File: src/rtl/qwt_pkg.sv
package qwt_pkg;

    localparam int unsigned QWT_CNT_W = 16;

    typedef enum logic [1:0] {
        MODE_SQ_ONCE    = 2'b00,
        MODE_SQ_LOOP    = 2'b01,
        MODE_PULSE_ONCE = 2'b10,
        MODE_PULSE_LOOP = 2'b11
    } shape_mode_e;

    typedef enum logic {
        PH_HIGH = 1'b0,
        PH_LOW  = 1'b1
    } phase_e;

    function automatic logic mode_is_pulse(shape_mode_e m);
        return m[1];
    endfunction

    function automatic logic mode_is_loop(shape_mode_e m);
        return m[0];
    endfunction

endpackage

File: src/rtl/qwt_cfg_regs.sv
module qwt_cfg_regs
    import qwt_pkg::*;
#(
    parameter int unsigned CNT_W = QWT_CNT_W
) (
    input  logic             clk,
    input  logic             rst,
    input  logic             we,
    input  logic [CNT_W-1:0] count_in,
    input  logic [1:0]       mode_in,
    output logic [CNT_W-1:0] tc_q,
    output shape_mode_e      mode_q
);

    always_ff @(posedge clk) begin
        if (rst) begin
            tc_q   <= '0;
            mode_q <= MODE_SQ_ONCE;
        end else if (we) begin
            tc_q   <= count_in;
            mode_q <= shape_mode_e'(mode_in);
        end
    end

endmodule

File: src/rtl/qwt_shape.sv
module qwt_shape
    import qwt_pkg::*;
#(
    parameter int unsigned CNT_W = QWT_CNT_W
) (
    input  logic [CNT_W-1:0] tc,
    input  shape_mode_e      mode,
    output logic [CNT_W-1:0] tc_eff,
    output logic [CNT_W-1:0] hi_len,
    output logic [CNT_W-1:0] lo_len
);

    localparam logic [CNT_W-1:0] MIN_TC = CNT_W'(2);
    localparam logic [CNT_W-1:0] ONE    = CNT_W'(1);

    always_comb begin
        tc_eff = (tc < MIN_TC) ? MIN_TC : tc;
        if (mode_is_pulse(mode)) begin
            // pulse: high for TC-1 clocks, then one low clock
            hi_len = tc_eff - ONE;
            lo_len = ONE;
        end else begin
            // square: the odd clock goes to the high half
            hi_len = (tc_eff >> 1) + {{(CNT_W-1){1'b0}}, tc_eff[0]};
            lo_len = tc_eff >> 1;
        end
    end

endmodule

File: src/rtl/qwt_seq.sv
module qwt_seq
    import qwt_pkg::*;
#(
    parameter int unsigned CNT_W = QWT_CNT_W
) (
    input  logic             clk,
    input  logic             rst,
    input  logic             start,
    input  logic             stop,
    input  shape_mode_e      mode,
    input  logic [CNT_W-1:0] hi_len,
    input  logic [CNT_W-1:0] lo_len,
    output logic             wave_out,
    output logic             busy
);

    localparam logic [CNT_W-1:0] ONE = CNT_W'(1);

    logic             running;
    phase_e           phase;
    logic [CNT_W-1:0] cnt;
    shape_mode_e      run_mode;
    logic [CNT_W-1:0] run_hi;
    logic [CNT_W-1:0] run_lo;

    always_ff @(posedge clk) begin
        if (rst) begin
            running  <= 1'b0;
            phase    <= PH_HIGH;
            cnt      <= '0;
            run_mode <= MODE_SQ_ONCE;
            run_hi   <= '0;
            run_lo   <= '0;
        end else if (stop) begin
            running <= 1'b0;
            phase   <= PH_HIGH;
        end else if (start) begin
            running  <= 1'b1;
            phase    <= PH_HIGH;
            cnt      <= hi_len;
            run_mode <= mode;
            run_hi   <= hi_len;
            run_lo   <= lo_len;
        end else if (running) begin
            if (cnt == ONE) begin
                if (phase == PH_HIGH) begin
                    phase <= PH_LOW;
                    cnt   <= run_lo;
                end else if (mode_is_loop(run_mode)) begin
                    phase <= PH_HIGH;
                    cnt   <= run_hi;
                end else begin
                    running <= 1'b0;
                    phase   <= PH_HIGH;
                end
            end else begin
                cnt <= cnt - ONE;
            end
        end
    end

    assign wave_out = !(running && (phase == PH_LOW));
    assign busy     = running;

    AST_RUN_CNT_NONZERO: assert property (@(posedge clk) disable iff (rst)
        running |-> (cnt != '0));

    AST_STOP_IDLES: assert property (@(posedge clk) disable iff (rst)
        stop |=> (!busy && wave_out));

    AST_START_HIGH: assert property (@(posedge clk) disable iff (rst)
        (start && !stop) |=> (busy && wave_out));

    AST_PULSE_ONE_CLK: assert property (@(posedge clk) disable iff (rst)
        (running && mode_is_pulse(run_mode) && !wave_out && !stop && !start)
            |=> wave_out);

    AST_ONESHOT_ENDS: assert property (@(posedge clk) disable iff (rst)
        (running && !mode_is_loop(run_mode) && phase == PH_LOW && cnt == ONE
            && !stop && !start) |=> !busy);

endmodule

File: src/rtl/quad_wave_timer.sv
module quad_wave_timer
    import qwt_pkg::*;
#(
    parameter int unsigned CNT_W = QWT_CNT_W
) (
    input  logic             clk,
    input  logic             rst,
    input  logic             cfg_we,
    input  logic [CNT_W-1:0] cfg_count,
    input  logic [1:0]       cfg_mode,
    input  logic             start,
    input  logic             stop,
    output logic             wave_out,
    output logic             busy
);

    localparam int unsigned SUM_W = CNT_W + 1;

    logic [CNT_W-1:0] tc_q;
    shape_mode_e      mode_q;
    logic [CNT_W-1:0] tc_eff;
    logic [CNT_W-1:0] hi_len;
    logic [CNT_W-1:0] lo_len;

    qwt_cfg_regs #(.CNT_W(CNT_W)) u_cfg (
        .clk      (clk),
        .rst      (rst),
        .we       (cfg_we),
        .count_in (cfg_count),
        .mode_in  (cfg_mode),
        .tc_q     (tc_q),
        .mode_q   (mode_q)
    );

    qwt_shape #(.CNT_W(CNT_W)) u_shape (
        .tc     (tc_q),
        .mode   (mode_q),
        .tc_eff (tc_eff),
        .hi_len (hi_len),
        .lo_len (lo_len)
    );

    qwt_seq #(.CNT_W(CNT_W)) u_seq (
        .clk      (clk),
        .rst      (rst),
        .start    (start),
        .stop     (stop),
        .mode     (mode_q),
        .hi_len   (hi_len),
        .lo_len   (lo_len),
        .wave_out (wave_out),
        .busy     (busy)
    );

    AST_SPLIT_SUM: assert property (@(posedge clk) disable iff (rst)
        start |-> ((SUM_W'(hi_len) + SUM_W'(lo_len) == SUM_W'(tc_eff))
                   && hi_len != '0 && lo_len != '0));

    AST_MIN_COUNT: assert property (@(posedge clk) disable iff (rst)
        start |-> (tc_eff >= CNT_W'(2)));

endmodule

File: config.mk
export PLATFORM = sky130hd
export DESIGN_NAME = quad_wave_timer
export DESIGN_NICKNAME = d
export VERILOG_FILES = /design/src/rtl/qwt_pkg.sv /design/src/rtl/qwt_cfg_regs.sv /design/src/rtl/qwt_shape.sv /design/src/rtl/qwt_seq.sv /design/src/rtl/quad_wave_timer.sv
export SDC_FILE = /design/constraint.sdc
export NUM_CORES = 1
export LEC_CHECK = 0
export ABC_AREA = 1
export BUFFER_PORTS_ARGS = -buffer_cell sky130_fd_sc_hd__buf_4
export CAP_MARGIN = 25
export CORE_UTILIZATION = 55
export CTS_CLUSTER_SIZE = 28
export DETAILED_ROUTE_END_ITERATION = 16
export PLACE_DENSITY = 0.79
export SLEW_MARGIN = 20
export SYNTH_ARGS = -nofsm -noshare
export SYNTH_HDL_FRONTEND = slang
export SYNTH_SLANG_ARGS = --single-unit
File: constraint.sdc
create_clock -name clk -period 6.5 [get_ports clk]
set_input_delay 0 -clock clk [delete_from_list [all_inputs] [get_ports clk]]
set_output_delay 0 -clock clk [all_outputs]
set_load 0.02 [all_outputs]
==> reports/summary.log <==
[timing] Final TNS setup 0 ns
[logic_synthesis] top cells by instance count after synthesis nand2_1 (145), nor2_1 (79), dfxtp_1 (68)
[logic_synthesis] synthesized area divided by synthesized cell count 6.44 µm²
[logic_synthesis] most common cell in the synthesized netlist nand2_1
[clocking] post-CTS setup-driven buffer insertion count 0
[logic_synthesis] share of Yosys cell area claimed by the top area cell type 0.317
[logic_synthesis] top cells by area in the synthesized netlist dfxtp_1 (32%), nand2_1 (13%), o21ai_0 (7.6%)
[timing] max frequency 344 MHz
[power_and_ir_drop] Internal Power 0.000781 W
[clocking] CTS resizes 0
[clocking] later-pin clock latency in the skew report 0.36 ns
[place] detailed placement HPWL 7.90 mm
[die] number of top-level pins 25
[routing] via/cell ratio 5.53
[global_routing] largest net degree at the start of global routing 38
[layout] post-layout net count 718
[power_and_ir_drop] portion of total power attributed to sequential cells 0.422
[routing] number of DRC violations after detailed routing 0
[clocking] CTS tree done
[setup_path] cell type of the slowest stage on the worst timing path dfxtp_1
[timing] fin. max-slew vios 0
[clocking] total clock sinks 68
[timing] hold violation count in the final report 0
[setup_path] startpoint type of the worst setup path flop
[place] Port-buffer cells 24
[timing] unrepaired setup endpoints after global routing no
[setup_path] kind of cell adding the most delay to the critical path simple AND/OR/NAND/NOR gates
[die] die width 90.3 µm
[clocking] clock transition at the register clock pins on the worst setup and hold paths after CTS 0.07 ns
[setup_path] kind of end point of the critical path flop
[layout] fraction of final layout cells sized beyond drive strength 1 0.109
[global_routing] global-route wire length before repair 18.9 mm
[clocking] CTS Root Buffer Type clkbuf_8
[logic_synthesis] count of distinct cell types in the synthesized netlist 41
[logic_synthesis] EDFF count, synth 0
[die] Die Area 0.00816 mm²
[power_and_ir_drop] peak ir drop on the vdd network 154 µV
[outcome] run status complete, no violations
[timing] Tcrit/Tclk final 0.448
[clocking] hold buffer count at cts 21
[logic_synthesis] count of yosys warnings during synthesis 0
[setup_path] Largest stage delay, worst path 0.51 ns
[setup_path] crit path DAT 3.17 ns
[clocking] number of buffers on the longest clock path 2
[setup_path] most repeated library cell on the critical path nand2_1
[timing] actual slew at the worst max-slew pin 0.805 ns
[routing] Routed WL per cell 14.2 µm
[power_and_ir_drop] logic gate share of total power 0.213
[power_and_ir_drop] leakage power of the design 2.13 nW
[setup_path] type of the worst setup path reg -> reg
[setup_path] count of buffer and inverter cells on the critical path 2
[routing] DR pass1 iterations 5
[layout] final antenna diode count 0
[power_and_ir_drop] total power density per cell area 231 mW/mm²
[setup_path] CP cell instances nor2_2 > nand2_2 > nor2_2 > nand2_2 > nand2_1 > inv_1 > ha_1 > ha_1 > nand3_1 > nor2_1 > nand2_1 > o21ai_0 > o21ai_0 > nand2_1 > nand3_1 > nand2_1 > inv_1
[power_and_ir_drop] share of total power in the clock network 0.365
[global_routing] GRT Overall Usage 0.289
[place] final RePlAce weighted congestion 0.960
[setup_path] WP data required 6.76 ns
[routing] final routed wirelength across all metal layers 11.3 mm
[flow_run] count of max-cap constraint violations 0
[logic_synthesis] post-synthesis sequential element count 68
[global_routing] global route total overflow 0
[layout] Post-Route Utilization 0.657
[power_and_ir_drop] switching pwr 0.000345 W
[global_routing] initial antenna violation count 0
[layout] P&R area growth vs syn 13.5%
[die] Initial Utilization 0.579
[logic_synthesis] Cells after Synth 666
[die] standard-cell row count 31
[die] vertical die dimension 90.3 µm
[timing] post-route clock skew 0.00882 ns
[routing] DRT antenna net count 0
[logic_synthesis] Synth Flop Type dfxtp_1
[worst_hold_path] class of the most critical hold timing path in -> reg
[timing] Max-Slew Margin vs Limit 0.463
[routing] Via Count 4387
[timing] final setup vio count 0
[routing] Iteration-0 DRC Markers 375
[logic_synthesis] post-synthesis instance area 0.00429 mm²
[global_routing] via count of the first global-routing pass 3972
[logic_synthesis] net count after synthesis 694
[setup_path] highest net fanout along the worst path 13
[die] Core Footprint 0.00741 mm²
[logic_synthesis] cell taking the most area after synthesis dfxtp_1
[power_and_ir_drop] Switching Fraction 0.307
[logic_synthesis] share of flip-flops with an asynchronous set or reset 0
[logic_synthesis] sequential element share of the synthesized area 0.317
[timing] Final Critical Period 2.91 ns
[clocking] number of levels in the clock H-tree 3
[clocking] cts bufs inserted 9
[stage by stage]
step / cell area, µm² / cells / hold slack, ns / total power [W] / worst slack [ns]
final: 4870 / 794 / 0.0284 / 0.00113 / 3.59
after global routing: 4870 / 794 / 0.0232 / 0.00118 / 3.20
after CTS: 4850 / 793 / 0.0145 / 0.00112 / 3.67
after detailed placement: 4400 / 756 / 0.238 / 0.000705 / 3.74
after global placement: 4390 / 755 / 0.221 / 0.000700 / 3.31
after floorplan: 4290 / 666 / 0.0780 / 0.000654 / 4.20
[cells in the final DEF, fill, tap and decap left out, types with 5 or more instances in the layout]
| cell | instances |
|---|---|
| nand2_1 | 145 |
| nor2_1 | 79 |
| dfxtp_1 | 68 |
| o21ai_0 | 65 |
| inv_1 | 63 |
| a21oi_1 | 63 |
| nand3_1 | 47 |
| buf_4 | 24 |
| dlygate4sd3_1 | 21 |
| o21ai_1 | 12 |
| clkbuf_8 | 12 |
| nor2_2 | 10 |
| nand4_1 | 9 |
| xor2_1 | 9 |
| o211ai_1 | 7 |
| nor3_1 | 6 |
| nand2_2 | 5 |
| a31oi_1 | 5 |
| ha_1 | 5 |
[path summary, 6_finish.rpt]
path / start / end / slack (ns) / depth (start not counted)
max: u_cfg.tc_q[4]$_SDFFE_PP0P_ / u_seq.cnt[6]$_SDFFE_PP0P_ / 3.59 / 17
min: start / u_seq.cnt[7]$_SDFFE_PP0P_ / 0.03 / 3
max reg2reg: u_cfg.tc_q[4]$_SDFFE_PP0P_ / u_seq.cnt[6]$_SDFFE_PP0P_ / 3.59 / 17
min reg2reg: u_seq.run_lo[3]$_SDFFE_PP0P_ / u_seq.run_lo[3]$_SDFFE_PP0P_ / 0.47 / 2
[tightest hold or removal path, delay by kind of cell]
kind | cells | cell delay [ns]
buffers and inverters | 1 | 0.19
AO/OA/AOI/OAI | 1 | 0.06
AND/OR/NAND/NOR | 1 | 0.09
[final cells by class]
type	count	area, µm²
Inverter	68	255
Tap cell	99	124
Multi-Input combinational cell	496	2470
Fill cell	695	2540
Timing Repair Buffer	47	417
Clock inverter	3	67.6
Sequential cell	68	1360
Clock buffer	13	169
[state kept, by name, indices dropped and copies added (netlist names)]
register        count
u_cfg.tc_q         16
u_seq.cnt          16
u_seq.run_hi       16
u_seq.run_lo       15
u_cfg.mode_q        2
u_seq.busy          1
u_seq.phase         1
u_seq.run_mode      1
[power groups by stage]
stage / Clock, W / Combinational, W / Sequential [W]
5_1_grt: 0.000433 / 0.000271 / 0.000478
3_5_place_dp: 0 / 0.000222 / 0.000483
6_report: 0.000412 / 0.000239 / 0.000475
3_3_place_gp: 0 / 0.000218 / 0.000482
2_1_floorplan: 0 / 0.000186 / 0.000469
4_1_cts: 0.000414 / 0.000235 / 0.000473
[cells by family after synthesis]
logic type,after synthesis,share of synthesized area
mux,4,0.00934
fa+ha+maj,5,0.0146
compound gates,158,0.195
buf+inv,102,0.107
flops,68,0.317
xor+xnor,11,0.0225
simple gates,318,0.334
[routing by layer]
layer | share of wire | vias to the layer above | routed length, µm | track usage
li1 | - | 2227 | - | -
met1 | 0.45 | 1961 | 5050 | 0.385
met2 | 0.45 | 170 | 5110 | 0.447
met3 | 0.066 | 29 | 740 | 0.0589
met4 | 0.032 | 0 | 364 | 0.136
met5 | 0 | - | 0 | 0
Power figures use the tool's default switching activity.
